`src/rtl/crv_pkg.sv`:
```
package crv_pkg;
    typedef enum logic [1:0] {
        OPC_READ  = 2'd0,
        OPC_WRITE = 2'd1,
        OPC_CLRTS = 2'd2,
        OPC_RSVD  = 2'd3
    } opc_e;

    typedef enum logic [1:0] {
        RES_NONE  = 2'd0,
        RES_DONE  = 2'd1,
        RES_FAULT = 2'd2,
        RES_EXIT  = 2'd3
    } res_e;
endpackage

```
`src/rtl/crv_read_mux.sv`:
```
module crv_read_mux #(
    parameter int W = 64
) (
    input  logic [W-1:0] real_val,
    input  logic [W-1:0] shadow_val,
    input  logic [W-1:0] sel_shadow,
    output logic [W-1:0] guest_view
);
    for (genvar b = 0; b < W; b++) begin : g_bit
        assign guest_view[b] = sel_shadow[b] ? shadow_val[b] : real_val[b];
    end
endmodule

```
`src/rtl/crv_write_merge.sv`:
```
module crv_write_merge #(
    parameter int W = 64
) (
    input  logic [W-1:0] cur_val,
    input  logic [W-1:0] new_val,
    input  logic [W-1:0] keep_mask,
    input  logic [W-1:0] must_one,
    input  logic [W-1:0] may_one,
    output logic [W-1:0] merged,
    output logic         illegal
);
    logic [W-1:0] low_bad;
    logic [W-1:0] high_bad;

    always_comb begin
        merged   = (new_val & ~keep_mask) | (cur_val & keep_mask);
        low_bad  = must_one & ~merged;
        high_bad = ~may_one & merged;
        illegal  = (|low_bad) | (|high_bad);
    end
endmodule

```
`src/rtl/crv_clrts_decide.sv`:
```
module crv_clrts_decide
    import crv_pkg::*;
(
    input  logic host_owns,
    input  logic shadow_bit,
    input  logic pinned_one,
    output res_e result,
    output logic do_clear
);
    always_comb begin
        do_clear = 1'b0;
        if (!host_owns) begin
            if (pinned_one) begin
                result = RES_FAULT;
            end else begin
                result   = RES_DONE;
                do_clear = 1'b1;
            end
        end else if (!shadow_bit) begin
            result = RES_DONE;
        end else begin
            result = RES_EXIT;
        end
    end
endmodule

```
`src/rtl/ctl_reg_virtualizer.sv`:
```
module ctl_reg_virtualizer
    import crv_pkg::*;
#(
    parameter int              XLEN      = 64,
    parameter int              TS_BIT    = 3,
    parameter logic [XLEN-1:0] RESET_VAL = '0
) (
    input  logic            clk,
    input  logic            rst_n,
    input  logic            op_valid,
    input  logic [1:0]      op_code,
    input  logic [XLEN-1:0] wr_data,
    input  logic [XLEN-1:0] own_mask,
    input  logic [XLEN-1:0] read_shadow,
    input  logic [XLEN-1:0] must_one,
    input  logic [XLEN-1:0] may_one,
    output logic [XLEN-1:0] rd_data,
    output logic [XLEN-1:0] ctl_reg,
    output logic            exit_req,
    output logic            fault_req,
    output logic            done
);
    typedef struct packed {
        logic [XLEN-1:0] regv;
        logic [XLEN-1:0] rdv;
        logic            ex;
        logic            flt;
        logic            ok;
    } state_t;

    state_t st_d, st_q;

    logic [XLEN-1:0] view;
    logic [XLEN-1:0] merged;
    logic            illegal;
    res_e            ts_res;
    logic            ts_clear;

    crv_read_mux #(.W(XLEN)) u_rmux (
        .real_val   (st_q.regv),
        .shadow_val (read_shadow),
        .sel_shadow (own_mask),
        .guest_view (view)
    );

    crv_write_merge #(.W(XLEN)) u_wmerge (
        .cur_val   (st_q.regv),
        .new_val   (wr_data),
        .keep_mask (own_mask),
        .must_one  (must_one),
        .may_one   (may_one),
        .merged    (merged),
        .illegal   (illegal)
    );

    crv_clrts_decide u_ts (
        .host_owns  (own_mask[TS_BIT]),
        .shadow_bit (read_shadow[TS_BIT]),
        .pinned_one (must_one[TS_BIT]),
        .result     (ts_res),
        .do_clear   (ts_clear)
    );

    always_comb begin
        st_d     = st_q;
        st_d.ex  = 1'b0;
        st_d.flt = 1'b0;
        st_d.ok  = 1'b0;
        if (op_valid) begin
            case (opc_e'(op_code))
                OPC_READ: begin
                    st_d.rdv = view;
                    st_d.ok  = 1'b1;
                end
                OPC_WRITE: begin
                    if (illegal) begin
                        st_d.flt = 1'b1;
                    end else begin
                        st_d.regv = merged;
                        st_d.ok   = 1'b1;
                    end
                end
                OPC_CLRTS: begin
                    st_d.ex  = (ts_res == RES_EXIT);
                    st_d.flt = (ts_res == RES_FAULT);
                    st_d.ok  = (ts_res == RES_DONE);
                    if (ts_clear) begin
                        st_d.regv[TS_BIT] = 1'b0;
                    end
                end
                default: ;
            endcase
        end
    end

    always_ff @(posedge clk) begin
        if (!rst_n) begin
            st_q.regv <= RESET_VAL;
            st_q.rdv  <= '0;
            st_q.ex   <= 1'b0;
            st_q.flt  <= 1'b0;
            st_q.ok   <= 1'b0;
        end else begin
            st_q <= st_d;
        end
    end

    assign rd_data   = st_q.rdv;
    assign ctl_reg   = st_q.regv;
    assign exit_req  = st_q.ex;
    assign fault_req = st_q.flt;
    assign done      = st_q.ok;
endmodule

```
`config.mk`:
```
export PLATFORM = sky130hd
export DESIGN_NAME = ctl_reg_virtualizer
export DESIGN_NICKNAME = d
export VERILOG_FILES = /design/src/rtl/crv_pkg.sv /design/src/rtl/crv_read_mux.sv /design/src/rtl/crv_write_merge.sv /design/src/rtl/crv_clrts_decide.sv /design/src/rtl/ctl_reg_virtualizer.sv
export SDC_FILE = /design/constraint.sdc
export NUM_CORES = 1
export LEC_CHECK = 0
export BUFFER_PORTS_ARGS = -buffer_cell sky130_fd_sc_hd__buf_2
export CORE_AREA = 4 4 175 177
export DETAILED_ROUTE_END_ITERATION = 8
export DIE_AREA = 0 0 179 181
export PLACE_DENSITY = 0.49
export REMOVE_ABC_BUFFERS = 1
export SYNTH_ARGS = -nofsm -noshare
export SYNTH_HDL_FRONTEND = slang
export SYNTH_SLANG_ARGS = --single-unit
```
`constraint.sdc`:
```
create_clock -name clk -period 8 [get_ports clk]
set_clock_uncertainty 0.1 [all_clocks]
set_input_delay 0.8 -clock clk [delete_from_list [all_inputs] [get_ports clk]]
set_output_delay 0.8 -clock clk [all_outputs]
set_load 0.02 [all_outputs]
```
==> key figures, run 1 <==
Critical path
  • R2R setup slack: 3.71 ns
  • Crit-path slowest cell: or4_2
  • CP Class: in2reg
  • Worst R2R Path Depth: 8
  • Req. time, crit path: around 8.2 ns
  • Critical-path cell list: buf_2, mux2i_1, o22ai_1, nor4_1, nand4_1, or4_2, buf_4, o311ai_0, o31ai_1
  • Critical Path Sink: ctl_reg[11]
  • Endpoint type of the worst setup path: flip-flop
  • Reg2reg start: ctl_reg[60]
  • CP Launch Type: input port
  • Max incr delay on CP: about 1.1 ns
  • Reg-to-reg critical path endpoint: ctl_reg[11]
  • Crit Path Max Fanout: 39
  • CP startpoint: own_mask[32]
  • Worst EP arrival: 4.65 ns

CTS
  • Worst-Skew Late Latency: approximately 0.42 ns
  • Post-cts hold buffer count: 0
  • Clock Path Buffers: 2
  • CTS Buf Count: 17
  • CTS tree: done
  • Sink Count: between 100 and 150
  • Setup bufs post-CTS: 0
  • Root buffer selected by CTS: clkbuf_16
  • Clock-pin slew on the worst setup and hold paths: 0.06 ns
  • H-tree depth: 4
  • Post-CTS sizing: 0

Power and ir drop
  • PD cells: 181 mW/mm^2
  • Clock network power share: 0.489
  • Sequential Power Share: 0.360
  • Combinational power share: 0.151
  • Sw power: between 0.4 and 0.5 mW
  • Leakage power: roughly 5.1 nW
  • Switching Share: 0.261
  • Total power: roughly 1.9 mW
  • Max VDD drop: ~0.11 mV
  • Internal power: roughly 1.4 mW

GRT
  • GRT overflow: 0
  • Total GRT Usage: 0.188
  • Met1 global-route usage: 0.238
  • Initial antenna violation count: 4
  • Met3 Track Usage GR: 0.0431
  • Met2 GRT Util: 0.325
  • Global routing's busiest layer: met2
  • Vias in the first global route: ~7,700
  • Largest net degree at the start of global routing: 74
  • First-pass GRT wire length: 46,900 um

Cells and area
  • Area growth from synthesis to layout: 45.7%
  • Fraction of layout cells with a size suffix above 1: 0.413
  • Final nets: roughly 1,500

Placement
  • Routability cong.: ~0.8
  • Port Buffers: approximately 460
  • HPWL after DPL: around 25,000 um

STA
  • Slew @ Worst Pin: between 0.9 and 1 ns
  • Fin crit period: between 4 and 5 ns
  • Crit share post-route: 0.560
  • Relative slew slack: 0.354
  • Finish-stage setup viols: 0
  • Max-slew violations: 0
  • Setup tns final: 0 ns
  • Fmax achieved: around 0.22 GHz
  • Fin. Hold Viols: 0
  • Unrepaired setup endpoints after global routing: no

Routing
  • DR vias: 7,842
  • Vias/cell: between 4 and 5
  • Wire length per cell: roughly 20 um
  • DRT Pass-1 Iters: 5
  • Routed Wire Length: between 30,000 and 40,000 um
  • DR DRC count: 0
  • Final ANT Viol Nets: 0
  • Starting DRT DRC Count: around 260

Die
  • Die H: roughly 180 um
  • DIE WIDTH: ~180 um
  • Number of core rows: 63
  • Initial core utilization: 0.244
  • Die area: approximately 0.032 sq mm
  • I/O pins: approximately 460
  • Core area: 0.0292 sq mm

Status
  • Status: complete, no violations

Yosys
  • Syn Area/Cell: around 9.2 sq um
  • Gate Count Post-Synth: ~780
  • Netlist Area Pre-Place: roughly 0.007 sq mm
  • Post-synthesis sequential area ratio: 0.367
  • Yosys warns: 0
  • Library cells used by synthesis: 39
  • Count of state elements after synthesis: 131

Hold path
  • Worst min path class: reg2reg

Job
  • Max cap viols: 0
[layer usage]
metal,share of wire,vias up
met4,0.011,4
li1,-,3864
met1,0.42,3645
met5,0.00087,-
met2,0.50,304
met3,0.068,25
[how the worst min path moves through the flow]
stage                startpoint     endpoint  cells after the start
finish              rd_data[33]  rd_data[33]                      2
floorplan            ctl_reg[3]   ctl_reg[3]                      2
global placement    rd_data[47]  rd_data[47]                      2
CTS                 rd_data[36]  rd_data[36]                      2
global route        rd_data[16]  rd_data[16]                      2
detailed placement  rd_data[36]  rd_data[36]                      2
[kinds of logic (layout without fill, tap and decap cells)]
kind of cell / count (synthesis) / after routing / synth area share
AOI/OAI and AO/OA: 226 / 226 / 0.245
adders and majority gates: 4 / 4 / 0.00701
buffers and inverters: 94 / 532 / 0.0550
DFF: 131 / 131 / 0.367
muxes: 161 / 161 / 0.226
other: 0 / 3 / 0
and+or+nand+nor: 159 / 159 / 0.0998
[layout make-up]
class | instances | area [sq um]
flip-flops and latches | 131 | 2620
clock inverters | 12 | 230
inverters | 40 | 151
diodes | 3 | 7.51
multi-input cells | 550 | 4140
repair buffers | 462 | 2330
clock buffers | 18 | 439
fillers | 3151 | 18800
well taps | 390 | 488
[cell usage in the layout, fill, tap and decap left out, types with 6 or more instances in the layout]
| cell | Yosys | routed |
|---|---|---|
| a211oi_1 | 64 | 64 |
| a21oi_1 | 11 | 11 |
| a22o_1 | 8 | 8 |
| a311oi_1 | 6 | 6 |
| buf_2 | 2 | 454 |
| buf_4 | 0 | 8 |
| bufinv_16 | 0 | 6 |
| clkbuf_16 | 0 | 17 |
| dfxtp_1 | 131 | 131 |
| inv_1 | 39 | 39 |
| mux2i_1 | 159 | 159 |
| nand2_1 | 61 | 59 |
| nor2_1 | 63 | 63 |
| nor4_1 | 14 | 14 |
| o22ai_1 | 9 | 9 |
| o2bb2ai_1 | 9 | 9 |
| o311ai_0 | 21 | 21 |
| o311ai_1 | 32 | 32 |
| o31ai_1 | 57 | 57 |
[metrics by stage]
| step | utilization | worst slack [ns] | std cells | hold slack [ns] | area (sq um) |
|---|---|---|---|---|---|
| 2_1_floorplan | - | 4.20 | 721 | 0.454 | 6900 |
| 3_3_place_gp | 0.333 | 3.02 | 1573 | 0.383 | 9730 |
| 3_5_place_dp | 0.333 | 2.96 | 1573 | 0.388 | 9730 |
| 4_1_cts | 0.356 | 3.39 | 1603 | 0.397 | 10400 |
| 5_1_grt | 0.356 | 3.29 | 1605 | 0.417 | 10400 |
| 6_report | 0.356 | 3.52 | 1606 | 0.394 | 10400 |
[Yosys cell counts]
cell type / number / area (sq um)
a211oi_1: 64 / 480
a21oi_1: 11 / 55.1
a22o_1: 8 / 70.1
a22oi_1: 1 / 7.51
a2bb2oi_1: 4 / 35.0
a311oi_1: 6 / 52.6
a31oi_1: 2 / 12.5
and2_1: 2 / 12.5
and4_1: 1 / 8.76
buf_1: 4 / 15.0
buf_2: 2 / 10.0
buf_6: 5 / 56.3
clkbuf_1: 43 / 161
dfxtp_1: 131 / 2620
ha_1: 4 / 50.1
inv_1: 39 / 146
inv_2: 1 / 3.75
mux2_2: 2 / 22.5
mux2i_1: 159 / 1590
nand2_1: 61 / 229
nand2b_1: 2 / 12.5
nand3_1: 1 / 5.00
nand4_1: 4 / 25.0
nand4b_1: 3 / 26.3
nor2_1: 63 / 236
nor3_1: 3 / 15.0
nor3b_1: 1 / 7.51
nor4_1: 14 / 87.6
nor4_2: 1 / 12.5
nor4_4: 1 / 21.3
o21ai_0: 1 / 5.00
o21ai_1: 1 / 5.00
o22ai_1: 9 / 56.3
o2bb2ai_1: 9 / 78.8
o311ai_0: 21 / 184
o311ai_1: 32 / 280
o31ai_1: 57 / 428
or3_1: 1 / 6.26
or4_1: 1 / 7.51
[power by group through the flow]
| stage | combinational, mW | clock (mW) | sequential (mW) |
|---|---|---|---|
| 3_3_place_gp | 0.284 | 0 | 0.691 |
| 4_1_cts | 0.287 | 0.946 | 0.677 |
| 2_1_floorplan | 0.103 | 0 | 0.711 |
| 5_1_grt | 0.311 | 0.974 | 0.678 |
| 3_5_place_dp | 0.286 | 0 | 0.691 |
| 6_report | 0.284 | 0.920 | 0.676 |
[critical path: cells and delay by family]
family / cells / cell delay, ns
AND/OR/NAND/NOR: 3 / 2.18
AO/OA/AOI/OAI: 3 / 0.74
buffers and inverters: 2 / 0.56
multiplexers: 1 / 0.34
(Power assumes the default switching activity.)
==> run 2: changes to the inputs <==
clock period = 4.7 ns   (was 8 ns; I/O delays follow)
==> key figures, run 2 (synthesis gave the netlist of run 1 again) <==
STA
  • Crit share post-route: 0.810
  • Max-slew violations: 0
  • Fin crit period: between 3 and 4 ns
  • Setup tns final: 0 ns
  • Final Hold Slack: slightly above 0.2 ns
  • Relative slew slack: 0.399
  • Fmax achieved: roughly 0.26 GHz
  • Fin. Hold Viols: 0
  • Slew @ Worst Pin: approximately 0.9 ns
  • Finish-stage setup viols: 0
  • Unrepaired setup endpoints after global routing: no

Hold path
  • Worst min path class: in2reg
  • Hold path cells: 2
  • Hold endpoint: ctl_reg[51]
  • Hold Path Origin: own_mask[51]

Critical path
  • Crit-path slowest cell: or4_2
  • Crit Path Max Fanout: 35
  • CP Launch Type: flip-flop
  • Critical-path cell list: mux2i_1, o2bb2ai_1, nor4_1, nand4_1, or4_2, buf_4, o311ai_0, o31ai_1
  • Worst R2R Path Depth: 8
  • Req. time, crit path: between 4 and 5 ns
  • Reg2reg start: ctl_reg[62]
  • Endpoint type of the worst setup path: flip-flop
  • Max incr delay on CP: ~0.77 ns
  • Worst EP arrival: ~4.0 ns
  • R2R setup slack: slightly below 0.9 ns
  • Reg-to-reg critical path endpoint: ctl_reg[2]
  • CP Class: reg2reg

Routing
  • Routed Wire Length: 31,800 um
  • DR vias: around 8,000
  • DRT Pass-1 Iters: 4
  • Wire length per cell: ~20 um
  • Vias/cell: around 5
  • Final ANT Viol Nets: 0
  • Starting DRT DRC Count: around 280
  • DR DRC count: 0

GRT
  • First-pass GRT wire length: around 46,000 um
  • Initial antenna violation count: 3
  • Vias in the first global route: ~7,700
  • Largest net degree at the start of global routing: 80
  • Total GRT Usage: 0.186
  • GRT overflow: 0

CTS
  • Clock-pin slew on the worst setup and hold paths: around 0.07 ns
  • Setup bufs post-CTS: 0
  • CTS Buf Count: 17
  • Post-cts hold buffer count: 0
  • Root buffer selected by CTS: clkbuf_16
  • Sink Count: ~130
  • CTS tree: done
  • Post-CTS sizing: 0
  • Clock Path Buffers: 2
  • H-tree depth: 4
  • Worst-Skew Late Latency: approximately 0.41 ns

Cells and area
  • Area growth from synthesis to layout: 45.8%
  • Most frequent cells in the layout: buf_2, mux2i_1, dfxtp_1
  • Final nets: about 1,500
  • Fraction of layout cells with a size suffix above 1: 0.414
  • Commonest non-fill, non-tap cell in the layout: buf_2
  • Final core utilization: 0.356

Die
  • Core area: ~0.029 sq mm
  • Die area: ~0.032 sq mm
  • I/O pins: about 460
  • DIE WIDTH: ~180 um
  • Die H: about 180 um
  • Initial core utilization: 0.244
  • Number of core rows: 63

Power and ir drop
  • PD cells: 299 mW/mm^2
  • Max VDD drop: between 0.15 and 0.2 mV
  • Leakage power: 5.13 nW

Placement
  • Port Buffers: around 460
  • Routability cong.: between 0.8 and 0.9
  • HPWL after DPL: roughly 25,000 um

Status
  • Status: complete, no violations

Job
  • Max cap viols: 0
-- run 2: cell count changes in the layout (fill, tap and decap cells not counted) --
cell / previous run / this run
buf_12: 0 / 1
clkbuf_1: 0 / 1
clkbuf_8: 1 / 0
clkinvlp_4: 2 / 3
buf_4: 8 / 11
bufinv_16: 6 / 5
diode_2: 3 / 2
-- run 2: where the power goes --
part | switching, mW | leakage, nW | internal [mW]
sequential | 0.0136 | 1.06 | 1.14
combinational | 0.268 | 3.77 | 0.216
clock | 0.538 | 0.299 | 0.941
-- run 2: final cells by class --
cell class	count	area, sq um
Antenna cell	2	5.00
Clock buffer	18	429
Clock inverter	12	208
Fill cell	3123	18800
Inverter	40	151
Multi-Input combinational cell	550	4140
Sequential cell	131	2620
Tap cell	390	488
Timing Repair Buffer	466	2370
-- run 2: routing by layer --
metal / wire length, um / track usage / up-vias
li1: - / - / 3864
met1: 13600 / 0.236 / 3644
met2: 15600 / 0.319 / 285
met3: 2110 / 0.0421 / 24
met4: 399 / 0.0442 / 4
met5: 24 / 0 / -
-- run 2: how the worst max path moves through the flow --
| stage | startpoint | to | depth (start not counted) |
|---|---|---|---|
| 4_1_cts | ctl_reg[62] | ctl_reg[2] | 8 |
| 3_3_place_gp | own_mask[62] | ctl_reg[19] | 9 |
| 2_1_floorplan | op_code[0] | rd_data[3] | 5 |
| 6_report | ctl_reg[62] | ctl_reg[2] | 8 |
| 5_1_grt | ctl_reg[60] | ctl_reg[20] | 8 |
| 3_5_place_dp | own_mask[62] | ctl_reg[2] | 9 |
-- run 2: worst max-delay path: cells and delay by family (launching register included) --
| family | cells | cell delay, ns |
|---|---|---|
| simple gates | 3 | 1.87 |
| buf+inv | 1 | 0.28 |
| mux | 1 | 0.40 |
| compound gates | 3 | 0.66 |
| flops | 1 | 0.33 |
-- run 2: metrics by stage --
step                      total power [mW]  worst slack (ns)  instance area [sq um]  cells
after floorplan                       1.39              1.23                   6900    721
after global placement                1.66             0.370                   9770   1577
after detailed placement              1.67             0.369                   9770   1577
after CTS                             3.17             0.670                  10400   1607
after global routing                  3.27             0.608                  10400   1608
final                                 3.11             0.894                  10400   1609
